[config.mk]
export PLATFORM = sky130hd
export DESIGN_NAME = i2c_regptr_slave
export DESIGN_NICKNAME = d
export VERILOG_FILES = /design/src/rtl/i2c_rp_pkg.sv /design/src/rtl/i2c_rp_sync.sv /design/src/rtl/i2c_rp_dp.sv /design/src/rtl/i2c_rp_ctrl.sv /design/src/rtl/i2c_regptr_slave.sv
export SDC_FILE = /design/constraint.sdc
export NUM_CORES = 1
export LEC_CHECK = 0
export ABC_AREA = 1
export BUFFER_PORTS_ARGS = -buffer_cell sky130_fd_sc_hd__buf_4
export CAP_MARGIN = 20
export CORE_ASPECT_RATIO = 1.1
export CORE_MARGIN = 4
export CORE_UTILIZATION = 25
export CTS_BUF_LIST = sky130_fd_sc_hd__clkbuf_4
export CTS_CLUSTER_SIZE = 14
export DETAILED_ROUTE_END_ITERATION = 16
export PLACE_DENSITY_LB_ADDON = 0.3
export SYNTH_ARGS = -nofsm -noshare
export SYNTH_HDL_FRONTEND = slang
export SYNTH_SLANG_ARGS = --single-unit
export TNS_END_PERCENT = 1
[constraint.sdc]
create_clock -name clk -period 2 [get_ports clk]
set_input_delay 0.1 -clock clk [delete_from_list [all_inputs] [get_ports clk]]
set_output_delay 0.1 -clock clk [all_outputs]
set_load 0.01 [all_outputs]
[src/rtl/i2c_rp_pkg.sv]
package i2c_rp_pkg;

  typedef enum logic [2:0] {
    ST_IDLE,
    ST_ADDR,
    ST_CMD,
    ST_WDATA,
    ST_RDATA,
    ST_IGNORE
  } busState_e;

  // strobes from control to datapath, one cycle each
  typedef struct packed {
    logic clrBits;   // bit counter to zero
    logic rxShift;   // shift SDA into receive byte, count bit
    logic txCount;   // count a transmit clock
    logic txShift;   // present next transmit bit
    logic ackDrive;  // pull SDA low for acknowledge
    logic sdaFree;   // release SDA
    logic loadPtr;   // pointer from command byte
    logic loadTx;    // fetch register byte and present its MSB
    logic commit;    // write strobe for the received byte
  } ctlStrobe_t;

endpackage

[src/rtl/i2c_rp_sync.sv]
module i2c_rp_sync #(
  parameter int STAGES = 2
) (
  input  logic clk,
  input  logic rstN,
  input  logic sclIn,
  input  logic sdaIn,
  output logic sclS,
  output logic sdaS,
  output logic sclRise,
  output logic sclFall,
  output logic startDet,
  output logic stopDet
);

  localparam int LINES = 2;

  logic [LINES-1:0] rawIn;
  logic [LINES-1:0] syncOut;
  logic             sclD, sdaD;

  assign rawIn = {sclIn, sdaIn};

  for (genvar g = 0; g < LINES; g++) begin : g_line
    logic [STAGES-1:0] pipe;
    if (STAGES == 1) begin : g_single
      always_ff @(posedge clk or negedge rstN)
        if (!rstN) pipe <= '1;
        else       pipe <= rawIn[g];
    end else begin : g_chain
      always_ff @(posedge clk or negedge rstN)
        if (!rstN) pipe <= '1;
        else       pipe <= {pipe[STAGES-2:0], rawIn[g]};
    end
    assign syncOut[g] = pipe[STAGES-1];
  end

  assign sclS = syncOut[1];
  assign sdaS = syncOut[0];

  always_ff @(posedge clk or negedge rstN) begin
    if (!rstN) begin
      sclD <= 1'b1;
      sdaD <= 1'b1;
    end else begin
      sclD <= sclS;
      sdaD <= sdaS;
    end
  end

  assign sclRise  = sclS & ~sclD;
  assign sclFall  = ~sclS & sclD;
  assign startDet = sclS & sclD & sdaD & ~sdaS;
  assign stopDet  = sclS & sclD & ~sdaD & sdaS;

endmodule

[src/rtl/i2c_rp_dp.sv]
module i2c_rp_dp
  import i2c_rp_pkg::*;
#(
  parameter int DATA_W = 8,
  parameter int PTR_W  = 3,
  parameter int CNT_W  = 4
) (
  input  logic              clk,
  input  logic              rstN,
  input  ctlStrobe_t        stb,
  input  logic              sdaS,
  input  logic [DATA_W-1:0] regRdData,
  output logic [CNT_W-1:0]  bitCnt,
  output logic [DATA_W-1:0] shiftByte,
  output logic [PTR_W-1:0]  ptr,
  output logic              sdaLow
);

  localparam logic [PTR_W-1:0] PTR_FLIP = PTR_W'(1);

  logic [DATA_W-1:0] txReg;

  always_ff @(posedge clk or negedge rstN) begin
    if (!rstN) begin
      bitCnt    <= '0;
      shiftByte <= '0;
      txReg     <= '0;
      ptr       <= '0;
      sdaLow    <= 1'b0;
    end else begin
      if (stb.clrBits)
        bitCnt <= '0;
      else if (stb.rxShift || stb.txCount)
        bitCnt <= bitCnt + 1'b1;

      if (stb.rxShift)
        shiftByte <= {shiftByte[DATA_W-2:0], sdaS};

      if (stb.loadTx)
        txReg <= regRdData;
      else if (stb.txShift)
        txReg <= {txReg[DATA_W-2:0], 1'b0};

      if (stb.loadTx)
        sdaLow <= ~regRdData[DATA_W-1];
      else if (stb.txShift)
        sdaLow <= ~txReg[DATA_W-2];
      else if (stb.ackDrive)
        sdaLow <= 1'b1;
      else if (stb.sdaFree)
        sdaLow <= 1'b0;

      if (stb.loadPtr)
        ptr <= shiftByte[PTR_W-1:0];
      else if (stb.commit || stb.loadTx)
        ptr <= ptr ^ PTR_FLIP;
    end
  end

endmodule

[src/rtl/i2c_rp_ctrl.sv]
module i2c_rp_ctrl
  import i2c_rp_pkg::*;
#(
  parameter int          DATA_W      = 8,
  parameter int          STRAP_W     = 3,
  parameter int          CNT_W       = 4,
  parameter logic [3:0]  ADDR_PREFIX = 4'b0100
) (
  input  logic               clk,
  input  logic               rstN,
  input  logic               sclRise,
  input  logic               sclFall,
  input  logic               startDet,
  input  logic               stopDet,
  input  logic               sdaS,
  input  logic [CNT_W-1:0]   bitCnt,
  input  logic [DATA_W-1:0]  shiftByte,
  input  logic [STRAP_W-1:0] strap,
  output ctlStrobe_t         stb
);

  localparam logic [CNT_W-1:0] CNT_ACK  = CNT_W'(DATA_W);
  localparam logic [CNT_W-1:0] CNT_POST = CNT_W'(DATA_W + 1);

  busState_e state, stateN;
  logic      inAck, inAckN;
  logic      rwBit, rwN;
  logic      nackSeen, nackN;
  logic      addrHit;

  assign addrHit = (shiftByte[DATA_W-1:1] == {ADDR_PREFIX, strap});

  always_comb begin
    stb    = '0;
    stateN = state;
    inAckN = inAck;
    rwN    = rwBit;
    nackN  = nackSeen;
    if (startDet) begin
      stateN      = ST_ADDR;
      stb.clrBits = 1'b1;
      stb.sdaFree = 1'b1;
      inAckN      = 1'b0;
    end else if (stopDet) begin
      stateN      = ST_IDLE;
      stb.clrBits = 1'b1;
      stb.sdaFree = 1'b1;
      inAckN      = 1'b0;
    end else begin
      case (state)
        ST_ADDR, ST_CMD, ST_WDATA: begin
          if (sclRise && bitCnt < CNT_ACK) begin
            stb.rxShift = 1'b1;
          end else if (sclFall && inAck) begin
            stb.sdaFree = 1'b1;
            stb.clrBits = 1'b1;
            inAckN      = 1'b0;
            case (state)
              ST_ADDR: begin
                if (rwBit) begin
                  stb.loadTx = 1'b1;
                  stateN     = ST_RDATA;
                end else begin
                  stateN = ST_CMD;
                end
              end
              ST_CMD:  stateN = ST_WDATA;
              default: stb.commit = 1'b1;
            endcase
          end else if (sclFall && bitCnt == CNT_ACK) begin
            if (state == ST_ADDR && !addrHit) begin
              stateN      = ST_IGNORE;
              stb.sdaFree = 1'b1;
            end else begin
              stb.ackDrive = 1'b1;
              inAckN       = 1'b1;
              if (state == ST_ADDR) rwN = shiftByte[0];
              if (state == ST_CMD)  stb.loadPtr = 1'b1;
            end
          end
        end
        ST_RDATA: begin
          if (sclRise) begin
            if (bitCnt == CNT_ACK) nackN = sdaS;
            if (bitCnt <= CNT_ACK) stb.txCount = 1'b1;
          end else if (sclFall) begin
            if (bitCnt == CNT_ACK) begin
              stb.sdaFree = 1'b1;
            end else if (bitCnt == CNT_POST) begin
              stb.clrBits = 1'b1;
              if (nackSeen) begin
                stateN      = ST_IGNORE;
                stb.sdaFree = 1'b1;
              end else begin
                stb.loadTx = 1'b1;
              end
            end else if (bitCnt != '0) begin
              stb.txShift = 1'b1;
            end
          end
        end
        default: ;
      endcase
    end
  end

  always_ff @(posedge clk or negedge rstN) begin
    if (!rstN) begin
      state    <= ST_IDLE;
      inAck    <= 1'b0;
      rwBit    <= 1'b0;
      nackSeen <= 1'b0;
    end else begin
      state    <= stateN;
      inAck    <= inAckN;
      rwBit    <= rwN;
      nackSeen <= nackN;
    end
  end

endmodule

[src/rtl/i2c_regptr_slave.sv]
module i2c_regptr_slave
  import i2c_rp_pkg::*;
#(
  parameter int         DATA_W      = 8,
  parameter int         PTR_W       = 3,
  parameter int         STRAP_W     = 3,
  parameter int         SYNC_STAGES = 2,
  parameter int         INPUT_PAIR  = 0,
  parameter logic [3:0] ADDR_PREFIX = 4'b0100
) (
  input  logic               clk,
  input  logic               rstN,
  input  logic               sclIn,
  input  logic               sdaIn,
  output logic               sdaDriveLow,
  input  logic [STRAP_W-1:0] strap,
  output logic               regWrEn,
  output logic [PTR_W-1:0]   regWrAddr,
  output logic [DATA_W-1:0]  regWrData,
  output logic               regRdReq,
  output logic [PTR_W-1:0]   regRdAddr,
  input  logic [DATA_W-1:0]  regRdData,
  output logic               inCapture
);

  localparam int CNT_W = $clog2(DATA_W + 2);

  logic              sclS, sdaS, sclRise, sclFall, startDet, stopDet;
  logic [CNT_W-1:0]  bitCnt;
  logic [DATA_W-1:0] shiftByte;
  logic [PTR_W-1:0]  ptr;
  logic              sdaLow;
  ctlStrobe_t        stb;

  i2c_rp_sync #(.STAGES(SYNC_STAGES)) u_sync (
    .clk(clk), .rstN(rstN), .sclIn(sclIn), .sdaIn(sdaIn),
    .sclS(sclS), .sdaS(sdaS), .sclRise(sclRise), .sclFall(sclFall),
    .startDet(startDet), .stopDet(stopDet)
  );

  i2c_rp_ctrl #(
    .DATA_W(DATA_W), .STRAP_W(STRAP_W), .CNT_W(CNT_W), .ADDR_PREFIX(ADDR_PREFIX)
  ) u_ctrl (
    .clk(clk), .rstN(rstN), .sclRise(sclRise), .sclFall(sclFall),
    .startDet(startDet), .stopDet(stopDet), .sdaS(sdaS), .bitCnt(bitCnt),
    .shiftByte(shiftByte), .strap(strap), .stb(stb)
  );

  i2c_rp_dp #(.DATA_W(DATA_W), .PTR_W(PTR_W), .CNT_W(CNT_W)) u_dp (
    .clk(clk), .rstN(rstN), .stb(stb), .sdaS(sdaS), .regRdData(regRdData),
    .bitCnt(bitCnt), .shiftByte(shiftByte), .ptr(ptr), .sdaLow(sdaLow)
  );

  assign sdaDriveLow = sdaLow;
  assign regWrEn     = stb.commit;
  assign regWrAddr   = ptr;
  assign regWrData   = shiftByte;
  assign regRdReq    = stb.loadTx;
  assign regRdAddr   = ptr;
  assign inCapture   = stb.loadTx && (ptr[PTR_W-1:1] == (PTR_W-1)'(INPUT_PAIR));

endmodule

==> results.cfg, run 1 <==
[final_layout]
drive_gt1_share_pct = 28.33
regArea_um2 = 883.3
nFillCells = 794
multi_input_area_um2 = 879.6
finish.utilization_pct = 33.13
num_antenna_cells = 0
fin_nets = 310
area_delta_synth_final_pct = 29.64

[sta]
final-hold-violation-count = 0
finClkSkew_ns = 0.01678
max_freq_ghz = 0.5091
rsz0062_at_grt = yes
max_slew_margin_pct = 69.60
fin_crit_ns = 1.964
finalSetupViolCount = 0
worst_pin_slew_ns = 0.4561
finalCritPeriodShare_pct = 98.21
maxSlewViolCount = 0

[synthesis]
synth_warnings = 0
syn_nets = 259
synth_common_cells = nand2_1, inv_1, dfrtp_1, nor2_1, o21ai_0
ys_types = 28
synth_top_area_share_pct = 38.21
ys_seq_elements = 35
synth_edf_count = 0
synthCells = 241
async_reset_ff_share_pct = 100.0
yosysSeqAreaShare_pct = 46.51
synthFlopType = dfrtp_1
yosysMostFrequentCell = nand2_1
synthTopCellsByArea = dfrtp_1, nand2_1, dfstp_2
yosysTopAreaCell = dfrtp_1
syn_area_um2 = 1899
synth.avg_cell_area_um2 = 7.881

[placement]
place.gp.congestion = 0.8235
dp_hpwl_mm = 3.077
io_buffers = 32

[status]
outcome = completed

[worst_hold_path]
hold_class = in2reg
whs_path_depth = 4

[power]
power.leakage_nw = 1.235
ir_drop_mv = 0.4980
power_mw = 2.282
power-per-cell-area_nw_per_um2 = 926.6

[drt]
ant_nets = 0
wl_mm = 4.162
drt_iter0_markers = 61
drt-wirelength-per-cell_um = 10.95
vias = 1671
drtPass1Iterations = 4
drc = 0
drt-vias-per-instance = 4.397

[floorplanning]
ios = 33
fp-row-count = 33
core_area_um2 = 7432
die_area_um2 = 9057
die_height_um = 99.42
fp.dieW_um = 91.11
start_util_pct = 25.56

[clock_network]
cts.sinks = 35
htree_num_levels = 2
cts_tree = yes
insertion_delay_ns = 0.34
cts.clk_slew.worst_paths_ns = 0.11
root_buffer = clkbuf_4
numCtsBuffers = 5
cts_buffer_depth = 2

[global_route]
grt_use_total_pct = 9.790
antenna_found_initial = 0
grt_pass1_vias = 1614
grt_pass1_wl_mm = 7.224
grt_overflow_total = 0
grt_start_max_net_pins = 36

[job]
maxCapViolations = 0

[worst_setup_path]
crit_required_ns = 1.90
cp-start-kind = flip-flop
worst_path_largest_cell_delay_ns = 0.41
crit_fanout = 5
reg2regPathDepth = 11
crit_arrival_ns = 1.86
crit_type = reg2out
end_kind = output pin
cpMaxStageDelayCell = dfrtp_1
worstPathCellList = inv_1, ha_2, nand3_4, nand2_2, nor2_2, nand3_2, nand2_4, inv_4, nor3_2, buf_4
## cells by family (layout without fill, tap and decap cells)
logic type / after synthesis / after routing / synth area share (%)
flops: 35 / 35 / 46.51
simple gates: 125 / 125 / 31.75
fa+ha+maj: 3 / 3 / 1.976
compound gates: 35 / 35 / 10.61
buf+inv: 43 / 95 / 9.157
## cell type report
type | count | share of cell area (%)
Sequential cell | 35 | 35.87
Multi-Input combinational cell | 163 | 35.72
Timing Repair Buffer | 48 | 15.80
Inverter | 39 | 6.047
Tap cell | 87 | 4.421
Clock buffer | 6 | 1.829
Clock inverter | 2 | 0.3049
## critical path, delay by kind of cell, from the launching register on
family	cells	cell delay, ns
buffers and inverters	3	0.29
and+or+nand+nor	6	0.63
DFF	1	0.41
adders and majority gates	1	0.21
## registers in the layout, summed over array words and instances, names as in the netlist, 3 cells and up
| register | cells |
|---|---|
| u_dp.bitCnt | 4 |
| u_dp.shiftByte | 8 |
| u_ctrl.state | 3 |
| u_dp.ptr | 3 |
| u_sync.g_line.pipe | 4 |
| u_dp.txReg | 7 |
## placed cells by master (no fill, tap or decap), types with 3 or more instances in the layout
cell type	Yosys	routed
nand3_1	9	9
inv_2	7	7
nor2_2	2	3
a22oi_1	6	6
clkbuf_4	0	6
nand4_1	5	5
nand3_2	5	4
nand2_2	3	6
buf_4	3	37
a21oi_1	5	5
nand2_1	73	70
o21ai_0	15	15
dfstp_2	6	6
nor2_1	20	19
dfrtp_1	29	29
nor3_2	2	3
o21ai_1	4	4
dlygate4sd3_1	0	10
inv_1	32	31
## stage by stage
stage | hold WS (ns) | setup TNS, ns | instance area, um^2 | setup WS (ns) | instances
floorplan | -0.1956 | 0 | 1899 | 0.4310 | 241
global placement | 0.08462 | 0 | 2221 | 0.3488 | 356
detailed placement | 0.08658 | 0 | 2221 | 0.3025 | 356
CTS | 0.03024 | 0 | 2389 | 0.007025 | 376
global route | 0.04343 | -0.1297 | 2462 | -0.08591 | 380
finish | 0.03386 | 0 | 2462 | 0.03573 | 380
## worst paths after layout
path	from	endpoint	slack, ns
max	u_dp.bitCnt[0]$_DFFE_PN0P_	inCapture	0.04
min	regRdData[7]	u_dp.sdaLow$_DFFE_PN0P_	0.03
max reg2reg	u_dp.bitCnt[0]$_DFFE_PN0P_	u_ctrl.state[1]$_DFFE_PN0P_	0.31
min reg2reg	u_sync.g_line[1].pipe[0]$_DFF_PN1_	u_sync.g_line[1].pipe[1]$_DFF_PN1_	0.36
max in group asynchronous	rstN	u_sync.sdaD$_DFF_PN1_	1.41
min in group asynchronous	rstN	u_dp.shiftByte[6]$_DFFE_PN0P_	0.23
## layer usage
layer,vias up,part of all wire [%],track usage [%]
met2,43,46,15.91
met4,0,1.9,3.596
met3,9,5.7,2.572
met1,758,47,12.54
li1,861,-,-
met5,-,0,0
## power by group
| part | switching (mW) | total (mW) | leakage [nW] | internal (mW) |
|---|---|---|---|---|
| combinational | 0.488 | 0.845 | 0.768 | 0.357 |
| sequential | 0.160 | 1.05 | 0.436 | 0.893 |
| clock | 0.240 | 0.384 | 0.0307 | 0.144 |
| total | 0.888 | 2.28 | 1.23 | 1.39 |
## what timing repair did
| action | CTS | global route |
|---|---|---|
| hold buffers | 10 | 0 |
| setup endpoints to repair | 1 | 2 |
| buffers inserted | 2 | 4 |
| resized for setup | 0 | 12 |
| pin swaps | 2 | 5 |
| hold endpoints to repair | 38 | 0 |
(Power assumes the default switching activity.)
==> run 2, diff against run 1 <==
BUFFER_PORTS_ARGS = not set   (was -buffer_cell sky130_fd_sc_hd__buf_4)
CORE_UTILIZATION = 50   (was 25)
DONT_BUFFER_PORTS = 1   (was not set)
GPL_ROUTABILITY_DRIVEN = 1   (was not set)
==> results.cfg, run 2 (synthesis results as in run 1) <==
[placement]
place.gp.congestion = 0.9293
dp.cells = 287
dp_slack_ns = 0.2511
dp_hpwl_mm = 2.870
placed_cell_area_um2 = 1934
io_buffers = 0

[sta]
maxSlewViolCount = 0
rsz0062_at_grt = yes
fin_hold_ws_ns = 0.2016
fin_crit_ns = 1.937
final-hold-violation-count = 0
finClkSkew_ns = 0.01933
finalSetupViolCount = 0
fin_ws_ns = 0.06308
worst_pin_slew_ns = 0.3116
finalCritPeriodShare_pct = 96.85
max_slew_margin_pct = 79.23
max_freq_ghz = 0.5163
setup-tns-final_ns = 0

[clock_network]
root_buffer = clkbuf_4
cts_buffer_depth = 2
cts_tree = yes
cts.sinks = 35
numCtsBuffers = 5
htree_num_levels = 2
cts.clk_slew.worst_paths_ns = 0.12
insertion_delay_ns = 0.34

[drt]
drt_iter0_markers = 68
drtPass1Iterations = 4
wl_met1_mm = 1.758
drt-vias-per-instance = 5.070
wl_mm = 3.970
route.met2.wl_mm = 2.016
met3_length_um = 142
drc = 0
vias = 1592
highest_layer = met4
ant_nets = 0
drt-wirelength-per-cell_um = 12.64

[floorplanning]
fp.dieW_um = 66.77
die_area_um2 = 4850
die_height_um = 72.64
ios = 33
core_area_um2 = 3655
fp-row-count = 23
start_util_pct = 51.97

[final_layout]
largest_reg_flops = 8
regMostFlops = u_dp.shiftByte
multi_input_area_um2 = 867.1
final_cell_mix = nand2_1, inv_1, dfrtp_1, nor2_1, o21ai_0
drive_gt1_share_pct = 18.94
fin_nets = 281
nFillCells = 333
mostFrequentLayoutCell = nand2_1
area_delta_synth_final_pct = 16.73
regArea_um2 = 883.3
final_cells = 314
finish.utilization_pct = 60.66
reg_top3 = u_dp.shiftByte x8, u_dp.txReg x7
final_area_um2 = 2217
num_antenna_cells = 0

[worst_hold_path]
hold_class = in2async

[worst_setup_path]
crit_required_ns = 1.90
crit_arrival_ns = 1.84
crit_type = reg2out
end_kind = output pin
worstReg2RegStart = u_dp.bitCnt[0]$_DFFE_PN0P_
cp-start-kind = flip-flop
crit_fanout = 5
startpoint = u_sync.sclD$_DFF_PN1_

[power]
power.leakage_nw = 1.105
power-per-cell-area_nw_per_um2 = 1038
ir_drop_mv = 0.5230
power_mw = 2.301

[global_route]
grt_overflow_total = 0
grt_use_total_pct = 19.40
grt_start_max_net_pins = 36
antenna_found_initial = 0
grt_pass1_wl_mm = 7.196
grt_pass1_vias = 1573

[job]
maxCapViolations = 0

[status]
outcome = completed
run 2: changes by cell type in the layout (fill, tap and decap cells not counted), sizes merged:
cell         change
clkinv           -2
bufinv           +1
clkbuf           +1
buf             -31
dlygate4sd3      +1
nand2            +1
run 2: worst max-delay path, cell delays in order, from the launching register on:
cell and delay [ns]:
dfstp_2 0.56, inv_1 0.07, nor2_4 0.12, inv_1 0.11, nor2_2 0.15, nand3_2 0.13
nand2_4 0.14, inv_2 0.08, nor3_4 0.15
run 2: worst paths after layout:
path | depth (start not counted) | slack [ns] | end
min reg2reg | 0 | 0.36 | u_sync.g_line[1].pipe[1]$_DFF_PN1_
max reg2reg | 12 | 0.26 | u_ctrl.state[2]$_DFFE_PN0P_
max in group asynchronous | 2 | 1.52 | u_sync.g_line[1].pipe[1]$_DFF_PN1_
min in group clk | 8 | 0.30 | u_ctrl.rwBit$_DFFE_PN0P_
max | 8 | 0.06 | inCapture
min | 2 | 0.20 | u_dp.shiftByte[3]$_DFFE_PN0P_
run 2: timing repair:
item | in CTS | in global routing
gates resized for setup | 2 | 3
gates cloned | 0 | 1
setup endpoints to repair | 1 | 1
endpoints found under the hold margin | 45 | 0
hold buffers | 12 | 0
buffers inserted | 1 | 5
pin swaps | 0 | 2
run 2: power by group:
group / internal [mW] / switching (mW) / leakage (nW)
Sequential: 0.893 / 0.196 / 0.436
Combinational: 0.259 / 0.432 / 0.623
Clock: 0.292 / 0.229 / 0.0463
run 2: layer usage:
layer  vias to the layer above  track usage (%)
met5                         -                0
met4                         0            6.095
met3                         6            4.931
met2                        30            32.05
met1                       752            24.90
li1                        804                -
run 2: final cells by class:
cell class / instances / area share (%)
clock inverter: 1 / 1.354
clock buffer: 7 / 2.370
sequential: 35 / 39.84
inverter: 39 / 6.603
multi-input combinational: 164 / 39.11
tap: 50 / 2.822
timing repair buffer: 18 / 7.901
==> run 3, diff against run 2 <==
CORE_ASPECT_RATIO = 0.7   (was 1.1)
CORE_MARGIN = not set   (was 4)
==> results.cfg, run 3 (synthesis results as in run 1) <==
[worst_setup_path]
cp-start-kind = flip-flop
crit_arrival_ns = 1.87
crit_fanout = 5
crit_required_ns = 1.90
crit_type = reg2out
end_kind = output pin

[sta]
setup-tns-final_ns = 0
finClkSkew_ns = 0.007098
maxSlewViolCount = 0
fin_crit_ns = 1.972
max_freq_ghz = 0.5072
rsz0062_at_grt = yes
max_slew_margin_pct = 77.51
finalSetupViolCount = 0
final-hold-violation-count = 0
fin_hold_ws_ns = 0.2249
finalCritPeriodShare_pct = 98.58
worst_pin_slew_ns = 0.3373

[floorplanning]
start_util_pct = 53.04
ios = 33
die_height_um = 53.57
fp-row-count = 18
die_area_um2 = 4053
fp.dieW_um = 75.67
core_area_um2 = 3581

[drt]
drc = 0
vias = 1568
drtPass1Iterations = 4
drt-wirelength-per-cell_um = 12.53
drt-vias-per-instance = 4.946
ant_nets = 0
drt_iter0_markers = 94
wl_mm = 3.971

[worst_hold_path]
hold_class = in2async

[final_layout]
multi_input_area_um2 = 887.1
nFillCells = 305
num_antenna_cells = 0
area_delta_synth_final_pct = 17.52
drive_gt1_share_pct = 20.97
regMostFlops = u_dp.shiftByte
final_area_um2 = 2232
fin_nets = 284
finish.utilization_pct = 62.33
final_cell_mix = nand2_1, inv_1, dfrtp_1, nor2_1, o21ai_0
reg_top3 = u_dp.shiftByte x8, u_dp.txReg x7
mostFrequentLayoutCell = nand2_1
largest_reg_flops = 8
regArea_um2 = 883.3

[global_route]
grt_pass1_vias = 1371
grt_use_total_pct = 22.09
use_met2_pct = 30.80
antenna_found_initial = 0
grt_overflow_total = 0
globalRouteMet3Util_pct = 5.805
busiest_layer = met1
grt_pass1_wl_mm = 6.361
use_met1_pct = 33.45
grt_start_max_net_pins = 36

[clock_network]
cts_tree = yes
numCtsBuffers = 5
root_buffer = clkbuf_4
htree_num_levels = 2
cts.sinks = 35
insertion_delay_ns = 0.33
cts_buffer_depth = 2
cts.clk_slew.worst_paths_ns = 0.11

[status]
outcome = completed

[placement]
place.gp.congestion = 0.9095
placed_cell_area_um2 = 1942
io_buffers = 0
dp_hpwl_mm = 2.735

[power]
power_mw = 2.194
power-per-cell-area_nw_per_um2 = 982.9
ir_drop_mv = 0.5703
power.leakage_nw = 1.097

[job]
maxCapViolations = 0
## run 3: changes by cell type in the layout (fill, tap and decap cells not counted), moves of 2 or more
cell      delta
buf_4        +3
clkbuf_4     -2
clkinv_1     +2
ha_1         -2
## run 3: per-layer routing
metal	share of wire (%)	vias to the layer above
met5	0	-
met1	50	711
met2	44	35
met3	4.1	7
met4	1.5	0
li1	-	815
## run 3: final cells by class
type / instances / share of cell area, %
timing repair buffer: 21 / 8.857
inverter: 39 / 6.670
multi-input combinational: 164 / 39.74
tap: 50 / 2.803
sequential: 35 / 39.57
clock buffer: 5 / 1.682
clock inverter: 3 / 0.6726
## run 3: what timing repair did
action,CTS,global route
hold buffers,12,0
gates cloned,0,1
resized for setup,3,9
setup buffers,1,7
endpoints found under the setup margin,1,1
pin swaps,0,6
hold endpoints to repair,45,0
## run 3: final timing paths
kind	start	end	slack (ns)	cells after the start
worst max-delay path	u_dp.bitCnt[1]$_DFFE_PN0P_	inCapture	0.03	10
worst min-delay path	rstN	u_ctrl.state[2]$_DFFE_PN0P_	0.22	2
worst max register to register	u_dp.bitCnt[1]$_DFFE_PN0P_	u_ctrl.state[1]$_DFFE_PN0P_	0.17	12
worst min register to register	u_sync.g_line[0].pipe[0]$_DFF_PN1_	u_sync.g_line[0].pipe[1]$_DFF_PN1_	0.36	0
max in group asynchronous	rstN	u_sync.g_line[0].pipe[0]$_DFF_PN1_	1.53	2
min in group clk	strap[1]	u_ctrl.inAck$_DFFE_PN0P_	0.27	7
## run 3: critical path, cell delays in order (launching register included)
cell	delay (ns)
dfrtp_1	0.40
inv_2	0.09
ha_4	0.14
nand2_2	0.05
nor2_2	0.10
nand2_1	0.08
nor2_2	0.14
nand3_2	0.13
nand2_4	0.15
inv_4	0.06
nor3_4	0.19
## run 3: per-stage QoR
step	worst slack (ns)	std cells
2_1_floorplan	0.4310	241
3_3_place_gp	0.2960	288
3_5_place_dp	0.2662	288
4_1_cts	0.02641	309
5_1_grt	-0.09374	317
6_report	0.02833	317
## run 3: where the power goes
part           internal, mW  leakage (nW)  switching, mW
Sequential            0.893         0.436          0.204
Clock                 0.129        0.0263          0.230
Combinational         0.288         0.634          0.449
